<file path="config.mk">
export PLATFORM = sky130hd
export DESIGN_NAME = pb_wake_reset_ctrl
export DESIGN_NICKNAME = d
export VERILOG_FILES = /design/src/rtl/pb_pkg.sv /design/src/rtl/pb_debounce.sv /design/src/rtl/pb_hold_timer.sv /design/src/rtl/pb_int_pulse.sv /design/src/rtl/pb_restart.sv /design/src/rtl/pb_wake_reset_ctrl.sv
export SDC_FILE = /design/constraint.sdc
export NUM_CORES = 1
export LEC_CHECK = 0
export ABC_CLOCK_PERIOD_IN_PS = 3400
export BUFFER_PORTS_ARGS = -buffer_cell sky130_fd_sc_hd__buf_2
export CAP_MARGIN = 20
export CORE_MARGIN = 2
export CORE_UTILIZATION = 29
export CTS_CLUSTER_SIZE = 24
export DETAILED_ROUTE_END_ITERATION = 7
export PLACE_DENSITY_LB_ADDON = 0.15
export RECOVER_POWER = 100
export SLEW_MARGIN = 25
export SYNTH_ARGS = -nofsm -noshare
export SYNTH_HDL_FRONTEND = slang
export SYNTH_SLANG_ARGS = --single-unit
export TNS_END_PERCENT = 20
</file>
<file path="constraint.sdc">
create_clock -name clk -period 3.4 [get_ports clk]
set_input_delay 0.51 -clock clk [delete_from_list [all_inputs] [get_ports clk]]
set_output_delay 0.51 -clock clk [all_outputs]
set_load 0.02 [all_outputs]
</file>
<file path="src/rtl/pb_pkg.sv">
package pb_pkg;
  localparam logic [1:0] ACT_CYCLE = 2'b00;
  localparam logic [1:0] ACT_SHIP  = 2'b01;
  localparam int NUM_THR  = 4;
  localparam int NUM_FLAG = 3;
  localparam int THR_WAKE1 = 0;
  localparam int THR_HWRST = 3;
endpackage

</file>
<file path="src/rtl/pb_debounce.sv">
module pb_debounce #(
  parameter int DB_CYC = 8
) (
  input  logic clk,
  input  logic rst,
  input  logic btn_n,
  output logic pressed
);
  localparam int CW = $clog2(DB_CYC + 1);
  logic [1:0]    sync_q;
  logic          raw_p;
  logic [CW-1:0] cnt;

  assign raw_p = sync_q[1];

  always_ff @(posedge clk) begin
    if (rst) begin
      sync_q  <= 2'b00;
      cnt     <= '0;
      pressed <= 1'b0;
    end else begin
      sync_q <= {sync_q[0], ~btn_n};
      if (raw_p == pressed) begin
        cnt <= '0;
      end else if (cnt == CW'(DB_CYC - 1)) begin
        cnt     <= '0;
        pressed <= raw_p;
      end else begin
        cnt <= cnt + 1'b1;
      end
    end
  end

  AST_DB_STABLE: assert property (@(posedge clk) disable iff (rst)
    $rose(pressed) |-> $past(raw_p));
endmodule

</file>
<file path="src/rtl/pb_hold_timer.sv">
module pb_hold_timer #(
  parameter int TW   = 16,
  parameter int NTHR = 4
) (
  input  logic                     clk,
  input  logic                     rst,
  input  logic                     ms_tick,
  input  logic                     pressed,
  input  logic                     en,
  input  logic [NTHR-1:0][TW-1:0]  cfg_thr,
  output logic [NTHR-1:0]          ev
);
  logic [TW-1:0]           cnt;
  logic [NTHR-1:0][TW-1:0] shadow;
  logic [NTHR-1:0]         fired;

  always_ff @(posedge clk) begin
    if (rst || !pressed) cnt <= '0;
    else if (en && ms_tick && cnt != '1) cnt <= cnt + 1'b1;
  end

  for (genvar k = 0; k < NTHR; k++) begin : g_thr
    assign ev[k] = pressed && en && !fired[k] && (cnt >= shadow[k]);

    always_ff @(posedge clk) begin
      if (rst) begin
        shadow[k] <= '0;
        fired[k]  <= 1'b0;
      end else begin
        if (!pressed || fired[k]) shadow[k] <= cfg_thr[k];
        if (!pressed) fired[k] <= 1'b0;
        else if (ev[k]) fired[k] <= 1'b1;
      end
    end
  end
endmodule

</file>
<file path="src/rtl/pb_int_pulse.sv">
module pb_int_pulse #(
  parameter int INT_CYC = 16000
) (
  input  logic clk,
  input  logic rst,
  input  logic trig,
  output logic int_n
);
  localparam int CW = $clog2(INT_CYC + 1);
  logic [CW-1:0] cnt;

  always_ff @(posedge clk) begin
    if (rst) begin
      cnt   <= '0;
      int_n <= 1'b1;
    end else if (trig) begin
      cnt   <= CW'(INT_CYC);
      int_n <= 1'b0;
    end else if (cnt != '0) begin
      cnt   <= cnt - 1'b1;
      int_n <= (cnt == CW'(1));
    end
  end

  AST_INT_ENDS: assert property (@(posedge clk) disable iff (rst)
    (!int_n && cnt == CW'(1) && !trig) |=> int_n);
endmodule

</file>
<file path="src/rtl/pb_restart.sv">
module pb_restart #(
  parameter int TW = 16
) (
  input  logic          clk,
  input  logic          rst,
  input  logic          ms_tick,
  input  logic          start,
  input  logic [TW-1:0] cfg_restart_ms,
  output logic          rail_en
);
  logic [TW-1:0] cnt;
  logic [TW-1:0] target;

  always_ff @(posedge clk) begin
    if (rst) begin
      rail_en <= 1'b1;
      cnt     <= '0;
      target  <= '0;
    end else if (rail_en) begin
      if (start) begin
        rail_en <= 1'b0;
        cnt     <= '0;
        target  <= cfg_restart_ms;
      end
    end else if (ms_tick) begin
      if (cnt >= target) rail_en <= 1'b1;
      else cnt <= cnt + 1'b1;
    end
  end

  AST_CYCLE_CAUSE: assert property (@(posedge clk) disable iff (rst)
    $fell(rail_en) |-> $past(start));
endmodule

</file>
<file path="src/rtl/pb_wake_reset_ctrl.sv">
module pb_wake_reset_ctrl
  import pb_pkg::*;
#(
  parameter int TW      = 16,
  parameter int DB_CYC  = 8,
  parameter int INT_CYC = 16000
) (
  input  logic                clk,
  input  logic                rst,
  input  logic                ms_tick,
  input  logic                btn_n,
  input  logic [TW-1:0]       cfg_wake1_ms,
  input  logic [TW-1:0]       cfg_wake2_ms,
  input  logic [TW-1:0]       cfg_warn_ms,
  input  logic [TW-1:0]       cfg_hwrst_ms,
  input  logic [1:0]          cfg_action,
  input  logic                cfg_cycle_needs_vin,
  input  logic [TW-1:0]       cfg_restart_ms,
  input  logic                sw_cycle_req,
  input  logic                vin_valid,
  input  logic                in_ship,
  input  logic [NUM_FLAG-1:0] flag_rd,
  output logic [NUM_FLAG-1:0] flags,
  output logic                int_n,
  output logic                ship_exit_req,
  output logic                ship_enter_req,
  output logic                rail_en
);
  logic                       pressed, pressed_d, press_rise;
  logic [NUM_THR-1:0][TW-1:0] cfg_thr;
  logic [NUM_THR-1:0]         ev;
  logic                       locked, ship_press, exit_lat, vin_ok, ship_pend;
  logic [1:0]                 act_lat;
  logic                       act_ev, cyc_start;
  logic [NUM_FLAG-1:0]        flag_set;
  logic                       int_trig;

  assign press_rise = pressed && !pressed_d;
  assign cfg_thr[0] = cfg_wake1_ms;
  assign cfg_thr[1] = cfg_wake2_ms;
  assign cfg_thr[2] = (cfg_hwrst_ms > cfg_warn_ms) ? cfg_hwrst_ms - cfg_warn_ms : '0;
  assign cfg_thr[3] = cfg_hwrst_ms;

  pb_debounce #(.DB_CYC(DB_CYC)) u_db (
    .clk(clk), .rst(rst), .btn_n(btn_n), .pressed(pressed));

  pb_hold_timer #(.TW(TW), .NTHR(NUM_THR)) u_tmr (
    .clk(clk), .rst(rst), .ms_tick(ms_tick), .pressed(pressed),
    .en(!locked), .cfg_thr(cfg_thr), .ev(ev));

  assign flag_set  = ev[NUM_FLAG-1:0] & {NUM_FLAG{!ship_press}};
  assign int_trig  = |(flag_set & ~flags);
  assign act_ev    = ev[THR_HWRST] && !ship_press;
  assign cyc_start = (act_ev && act_lat == ACT_CYCLE &&
                      (!cfg_cycle_needs_vin || (vin_ok && vin_valid))) || sw_cycle_req;

  pb_int_pulse #(.INT_CYC(INT_CYC)) u_int (
    .clk(clk), .rst(rst), .trig(int_trig), .int_n(int_n));

  pb_restart #(.TW(TW)) u_rst (
    .clk(clk), .rst(rst), .ms_tick(ms_tick), .start(cyc_start),
    .cfg_restart_ms(cfg_restart_ms), .rail_en(rail_en));

  always_ff @(posedge clk) begin
    if (rst) begin
      pressed_d      <= 1'b0;
      locked         <= 1'b0;
      ship_press     <= 1'b0;
      exit_lat       <= 1'b0;
      ship_exit_req  <= 1'b0;
      act_lat        <= 2'b10;
      vin_ok         <= 1'b0;
      ship_pend      <= 1'b0;
      ship_enter_req <= 1'b0;
      flags          <= '0;
    end else begin
      pressed_d <= pressed;
      if (!pressed) locked <= 1'b0;
      else if ((in_ship && vin_valid) || (ship_press && ev[THR_WAKE1])) locked <= 1'b1;

      if (press_rise) ship_press <= in_ship;
      else if (!pressed) ship_press <= 1'b0;

      if (!in_ship) exit_lat <= 1'b0;
      else if (ship_press && ev[THR_WAKE1]) exit_lat <= 1'b1;
      ship_exit_req <= in_ship && (vin_valid || exit_lat);

      if (press_rise) begin
        act_lat <= cfg_action;
        vin_ok  <= vin_valid;
      end else if (pressed) begin
        if (!(cfg_action == ACT_CYCLE && act_lat != ACT_CYCLE)) act_lat <= cfg_action;
        if (!vin_valid) vin_ok <= 1'b0;
      end

      ship_enter_req <= 1'b0;
      if (act_ev && act_lat == ACT_SHIP) ship_pend <= 1'b1;
      else if (ship_pend && !pressed) begin
        ship_pend      <= 1'b0;
        ship_enter_req <= 1'b1;
      end

      flags <= (flags & ~flag_rd) | flag_set;
    end
  end

  for (genvar k = 0; k < NUM_FLAG; k++) begin : g_flag_chk
    AST_FLAG_HOLD: assert property (@(posedge clk) disable iff (rst)
      (flags[k] && !flag_rd[k]) |=> flags[k]);
  end

  AST_SHIP_AFTER_RELEASE: assert property (@(posedge clk) disable iff (rst)
    ship_enter_req |-> !pressed);

  AST_EXIT_IN_SHIP: assert property (@(posedge clk) disable iff (rst)
    ship_exit_req |-> $past(in_ship));
endmodule

</file>
==> impl_results.md, run 1 <==
- Site row count: 63
- Required @ worst endpoint: 3.76 ns
- Most instantiated cells after synthesis: 152 x dfxtp_1, 144 x nand2_1, 111 x a21oi_1, 111 x inv_1, 111 x nor2_1
- Final ANT Viol Nets: 0
- GP Congestion: 0.800
- DIE HEIGHT: 178 µm
- FF+latch count, synth: 152
- Crit Path Category: reg -> reg
- Critical R2R Launch: u_tmr.cnt[11]
- Non-filler cells, final: 1591
- Final hold vios: 0
- Critical path arrival: 3.28 ns
- Initial Utilization: 29.6%
- Cts repair resizes: 0
- TritonRoute pass-1 iters: 5
- Leak: 4.50 nW
- Final wirelength: 22800 µm
- Violated checks: capacitance limit, slew limit
- EDFF count, synth: 0
- Inserted Clock Buffers: 17
- Synth unique cells: 65
- Power, Total: 4.88 mW
- Synth Cell Area: 0.00878 mm²
- Met3 WL: 746 µm
- Setup TNS: 0 ns
- Vias in the first global route: 7299
- Synth Area per Inst: 7.99 µm²
- Sinks on Clock Net: 152
- Area delta synth->final: 16.6%
- Hold crit path type: in -> reg
- Sequential area share after synthesis: 34.6%
- F_max: 0.342 GHz
- CTS Root Cell: clkbuf_16
- Final nets: 1383
- Least-Margin Pin Slew: 2.74 ns
- Post-Syn Instances: 1099
- H-tree depth: 4
- Async SR Flop Fraction: 0%
- DP HPWL: 17300 µm
- M1 wire length: 12000 µm
- First-pass GRT wire length: 37600 µm
- Primary FF master, synth: dfxtp_1
- Tcrit/Tclk final: 86.1%
- Top post-synthesis cells by area: dfxtp_1 35%, ha_1 14%, a21oi_1 6.3%
- Post-synth top area share: 34.6%
- Hold Worst Slack: 0.241 ns
- Post-CTS Setup Bufs: 0
- Antenna diodes: 0
- Crit. End Element: register
- R2R Path End: u_rst.cnt[3]
- Status: finished, violations left
- Chip width: 178 µm
- Final Util: 34.4%
- Clock buffer depth: 2
- Total global routing overflow: 0
- Number of remaining DRC errors: 0
- Crit-path max FO: 15
- Number of setup violations in the final report: 0
- Rel. slew slack: -82.8%
- Yosys top cell by area: dfxtp_1
- RSZ-0062 raised after global routing: false
- Clk_lat worst skew: 0.42 ns
- YS warnings: 0
- Post-synth net total: 1294
- Starting DRT DRC Count: 396
- Period minus WS final: 2.93 ns
- Reg2reg setup slack: 0.47 ns
- Top-count cell post-synth: dfxtp_1
- PD cells: 477 mW/mm²
- CTS Hold Bufs: 0
- Worst Setup SP: u_tmr.cnt[11]
- Worst Hold Path Cells: 2
- Worst IR drop on VDD: 0.000331 V
- Startpoint Class: register
- Met2 wire length: 9790 µm
- Layout cells sized above 1: 11.8%
- Top Ports: 100
- TritonCTS clock tree: built
- Area of the core: 0.0297 mm²
- Reg2reg path depth: 9
- Initial antenna violation count: 0
- Overall Global Routing Usage: 15.0%
- Placed Cells: 1559
- Highest routed layer: met4
- Per-cell routed wire length: 14.3 µm
- Worst clock skew: 0.0103 ns
- Pin count of the biggest net entering global routing: 60
- Vias: 7409
- Reg clk slew, reported paths: 0.06 ns
- Max Slew Vio Count: 60
- Via density: 4.66
- Crit path to: u_rst.cnt[3]
- Number of I/O port buffers: 99
- Die ar.: 0.0317 mm²
- Maxcap violations: 1
==> worst min path at each step <==
stage	slack, ns	to	start
after floorplan	0.41	u_db.sync_q[1]	u_db.sync_q[0]
after global placement	0.44	u_db.cnt[0]	u_db.cnt[0]
after detailed placement	0.45	u_tmr.shadow[63]	u_tmr.shadow[63]
after CTS	0.22	u_db.sync_q[0]	btn_n
after global routing	0.22	u_db.sync_q[0]	btn_n
final	0.24	u_db.sync_q[0]	btn_n
==> cells by family (layout without fill, tap and decap cells) <==
| group | after synthesis | in the layout | share of synthesized area [%] |
|---|---|---|---|
| AO/OA/AOI/OAI | 231 | 231 | 16.3 |
| XOR/XNOR | 35 | 35 | 3.49 |
| adder cells (fa/ha/maj) | 102 | 102 | 14.6 |
| buffers and inverters | 152 | 254 | 6.80 |
| flip-flops | 152 | 152 | 34.6 |
| multiplexers | 25 | 25 | 2.85 |
| AND/OR/NAND/NOR | 402 | 402 | 21.3 |
==> power by group <==
part / switching (mW) / internal (mW)
Sequential: 0.0964 / 1.91
Combinational: 0.523 / 0.426
Clock: 0.769 / 1.16
==> per-layer routing <==
metal | up-vias | track usage [%]
met5 | - | 0
met4 | 0 | 4.30
met3 | 17 | 2.60
met2 | 102 | 23.4
met1 | 3338 | 21.2
li1 | 3952 | -
==> registers in the layout (all words and copies together), names as in the netlist, 3 cells and up <==
| register | count |
|---|---|
| u_int.cnt | 14 |
| u_tmr.fired | 4 |
| u_rst.cnt | 16 |
| u_tmr.cnt | 16 |
| u_db.cnt | 4 |
| u_tmr.shadow | 64 |
| u_rst.target | 16 |
| flags | 3 |
==> layout by cell type (no fill, tap or decap), types with 4 or more instances in the layout <==
| cell type | synthesis | layout |
|---|---|---|
| nand2b_1 | 10 | 10 |
| mux2i_1 | 25 | 25 |
| and2_1 | 7 | 6 |
| nor2_1 | 111 | 111 |
| ha_1 | 101 | 101 |
| a32oi_1 | 4 | 4 |
| o21a_1 | 13 | 13 |
| a31oi_1 | 6 | 5 |
| xnor2_1 | 19 | 19 |
| buf_4 | 3 | 6 |
| and3_1 | 10 | 10 |
| or3_1 | 7 | 7 |
| o211a_1 | 5 | 5 |
| nand3_1 | 41 | 41 |
| nand2_1 | 144 | 144 |
| nand4_1 | 20 | 20 |
| o21ai_0 | 35 | 35 |
| inv_1 | 111 | 111 |
| a21o_1 | 6 | 6 |
| a21oi_1 | 111 | 112 |
| nor3_1 | 15 | 15 |
| buf_2 | 5 | 90 |
| a211oi_1 | 6 | 6 |
| xor2_1 | 16 | 16 |
| nor2b_1 | 14 | 14 |
| clkbuf_1 | 29 | 15 |
| clkbuf_8 | 0 | 4 |
| dfxtp_1 | 152 | 152 |
| clkbuf_16 | 0 | 17 |
| a22oi_1 | 11 | 11 |
| o211ai_1 | 5 | 5 |
==> worst max-delay path, stage by stage (launching register included) <==
cell and delay [ns]:
dfxtp_1 0.58, ha_1 0.33, a21oi_1 0.14, o21ai_0 0.09, a21oi_1 0.21, o21ai_1 0.22, a311oi_1 0.32, clkbuf_1 0.64
nand2_1 0.16, a31oi_1 0.19
==> final cells by class <==
type                    instances  area [µm²]
fillers                      3186       19500
multi-input cells             795        5140
flip-flops and latches        152        3040
repair buffers                111         553
well taps                     390         488
clock buffers                  22         484
inverters                     111         417
clock inverters                10         115
==> per-stage QoR <==
stage,cell area (µm²),setup slack [ns]
after floorplan,8780,0.813
after global placement,9680,0.390
after detailed placement,9680,0.365
after CTS,10300,0.600
after global routing,10200,0.275
final,10200,0.473
(Power assumes the default switching activity.)
==> inputs of run 2 (changes only) <==
Settings changed: CORE_UTILIZATION 29 to 58, SETUP_SLACK_MARGIN set to 0.15.
==> run 2 against run 1 <==
Compared with the run above: the flow now finishes without violations; clock skew shrank 0.0015 ns; highest routed layer unchanged; count of clock-buffer cells in the layout shrank 4; worst setup slack lost 0.038 ns; register-to-register slack lost 0.04 ns; first-iteration DRC count grew 15%; largest cell class unchanged.
==> impl_results.md, run 2 (synthesis gave the netlist of run 1 again) <==
- Status: finished, final reports clean
- CP max-delay cell: clkbuf_1
- Sequential share of power: 40.8%
- Commonest non-fill, non-tap cell in the layout: dfxtp_1
- Maxcap violations: 0
- Reg clk slew, reported paths: 0.06 ns
- Worst clock skew: 0.00886 ns
- Finished Cell Area: 0.00999 mm²
- DIE HEIGHT: 127 µm
- Layout cells sized above 1: 12.0%
- Cell repeated most along the worst path: o21ai_0
- Final wirelength: 19800 µm
- Max incr delay on CP: 0.59 ns
- Antenna diodes: 0
- Per-cell routed wire length: 14.3 µm
- Setup TNS: 0 ns
- TritonCTS clock tree: built
- Final nets: 1382
- Leak: 4.52 nW
- Crit-path max FO: 15
- CP delay by family, top: compound AO/OA/AOI/OAI gates
- Critical path arrival: 3.32 ns
- RSZ-0062 raised after global routing: false
- Crit Path Category: reg -> reg
- Sinks on Clock Net: 152
- Number of remaining DRC errors: 0
- Comb pwr share: 19.5%
- Startpoint Class: register
- First-pass GRT wire length: 33300 µm
- Clock buffer depth: 2
- Total global routing overflow: 0
- Overall Global Routing Usage: 25.2%
- Required @ worst endpoint: 3.75 ns
- Highest routed layer: met4
- Initial Utilization: 60.0%
- Met2 wire length: 9160 µm
- H-tree depth: 4
- Clk_lat worst skew: 0.43 ns
- Post-DP Area: 0.00940 mm²
- Via density: 5.49
- PD cells: 491 mW/mm²
- Pin count of the biggest net entering global routing: 48
- F_max: 0.337 GHz
- Die ar.: 0.0161 mm²
- Top Ports: 100
- Met3 WL: 792 µm
- Final ANT Viol Nets: 0
- Tcrit/Tclk final: 87.2%
- Vias in the first global route: 7187
- Inserted Clock Buffers: 17
- DP HPWL: 14300 µm
- M1 wire length: 9630 µm
- Rel. slew slack: 14.7%
- Most frequent cells in the layout: 152 x dfxtp_1, 144 x nand2_1, 112 x a21oi_1, 111 x inv_1, 111 x nor2_1
- Buf/Inv on CP: 1
- Chip width: 127 µm
- Number of setup violations in the final report: 0
- CP Cell Sequence: ha_1 > a211oi_1 > o21ai_0 > a21oi_1 > o21ai_0 > a311oi_2 > clkbuf_1 > nand2_1 > a31oi_1
- Final hold vios: 0
- Initial antenna violation count: 0
- Int Pwr: 3.51 mW
- Least-Margin Pin Slew: 1.28 ns
- Worst IR drop on VDD: 0.000344 V
- Net Sw Power: 1.40 mW
- Hold crit path type: in -> reg
- Biggest register: u_tmr.shadow
- Area delta synth->final: 13.8%
- Starting DRT DRC Count: 456
- Clock power frac: 39.7%
- CTS Root Cell: clkbuf_16
- Number of I/O port buffers: 99
- Max reg flops: 64
- Vias: 7595
- TritonRoute pass-1 iters: 5
- Site row count: 44
- Max Slew Vio Count: 0
- CTS Hold Bufs: 0
- Period minus WS final: 2.96 ns
- Sw Ratio: 28.5%
- Area of the core: 0.0146 mm²
- GP Congestion: 0.862
- Crit. End Element: register
[run 2: layer usage]
layer | global-route usage (%) | vias up
li1 | - | 3952
met1 | 33.4 | 3489
met2 | 42.0 | 134
met3 | 5.28 | 20
met4 | 7.05 | 0
met5 | 0 | -
[run 2: power by group through the flow]
stage	Clock, mW	Sequential [mW]	Combinational (mW)
floorplan	0	2.02	0.735
global placement	0	2.03	0.924
detailed placement	0	2.04	0.934
CTS	1.98	2.00	0.959
global route	2.06	2.02	1.08
finish	1.95	2.00	0.956
[run 2: cell type report]
type	instances	area, µm²
tap	184	230
multi-input combinational	795	5140
clock buffer	18	439
timing repair buffer	110	551
fill	1267	4650
inverter	111	417
clock inverter	14	170
sequential	152	3040
[run 2: metrics by stage]
step	power (mW)	worst slack, ns	hold slack, ns	instances	util (%)
2_1_floorplan	2.76	0.813	0.414	1099	-
5_1_grt	5.16	0.187	0.228	1384	68.3
3_3_place_gp	2.96	0.473	0.421	1350	64.2
3_5_place_dp	2.97	0.410	0.441	1350	64.2
4_1_cts	4.94	0.522	0.220	1382	68.4
6_report	4.91	0.436	0.231	1384	68.3
[run 2: what timing repair did]
| action | CTS | global route |
|---|---|---|
| gates resized for setup | 0 | 0 |
| buffers inserted | 0 | 2 |
| setup endpoints to repair | 0 | 1 |
[run 2: path summary, 6_finish.rpt]
check / from / to / slack, ns / depth (start not counted)
setup / recovery: u_tmr.cnt[2] / u_rst.cnt[3] / 0.44 / 9
hold / removal: btn_n / u_db.sync_q[0] / 0.23 / 2
setup reg to reg: u_tmr.cnt[2] / u_rst.cnt[3] / 0.44 / 9
hold reg to reg: u_db.cnt[0] / u_db.cnt[0] / 0.45 / 1
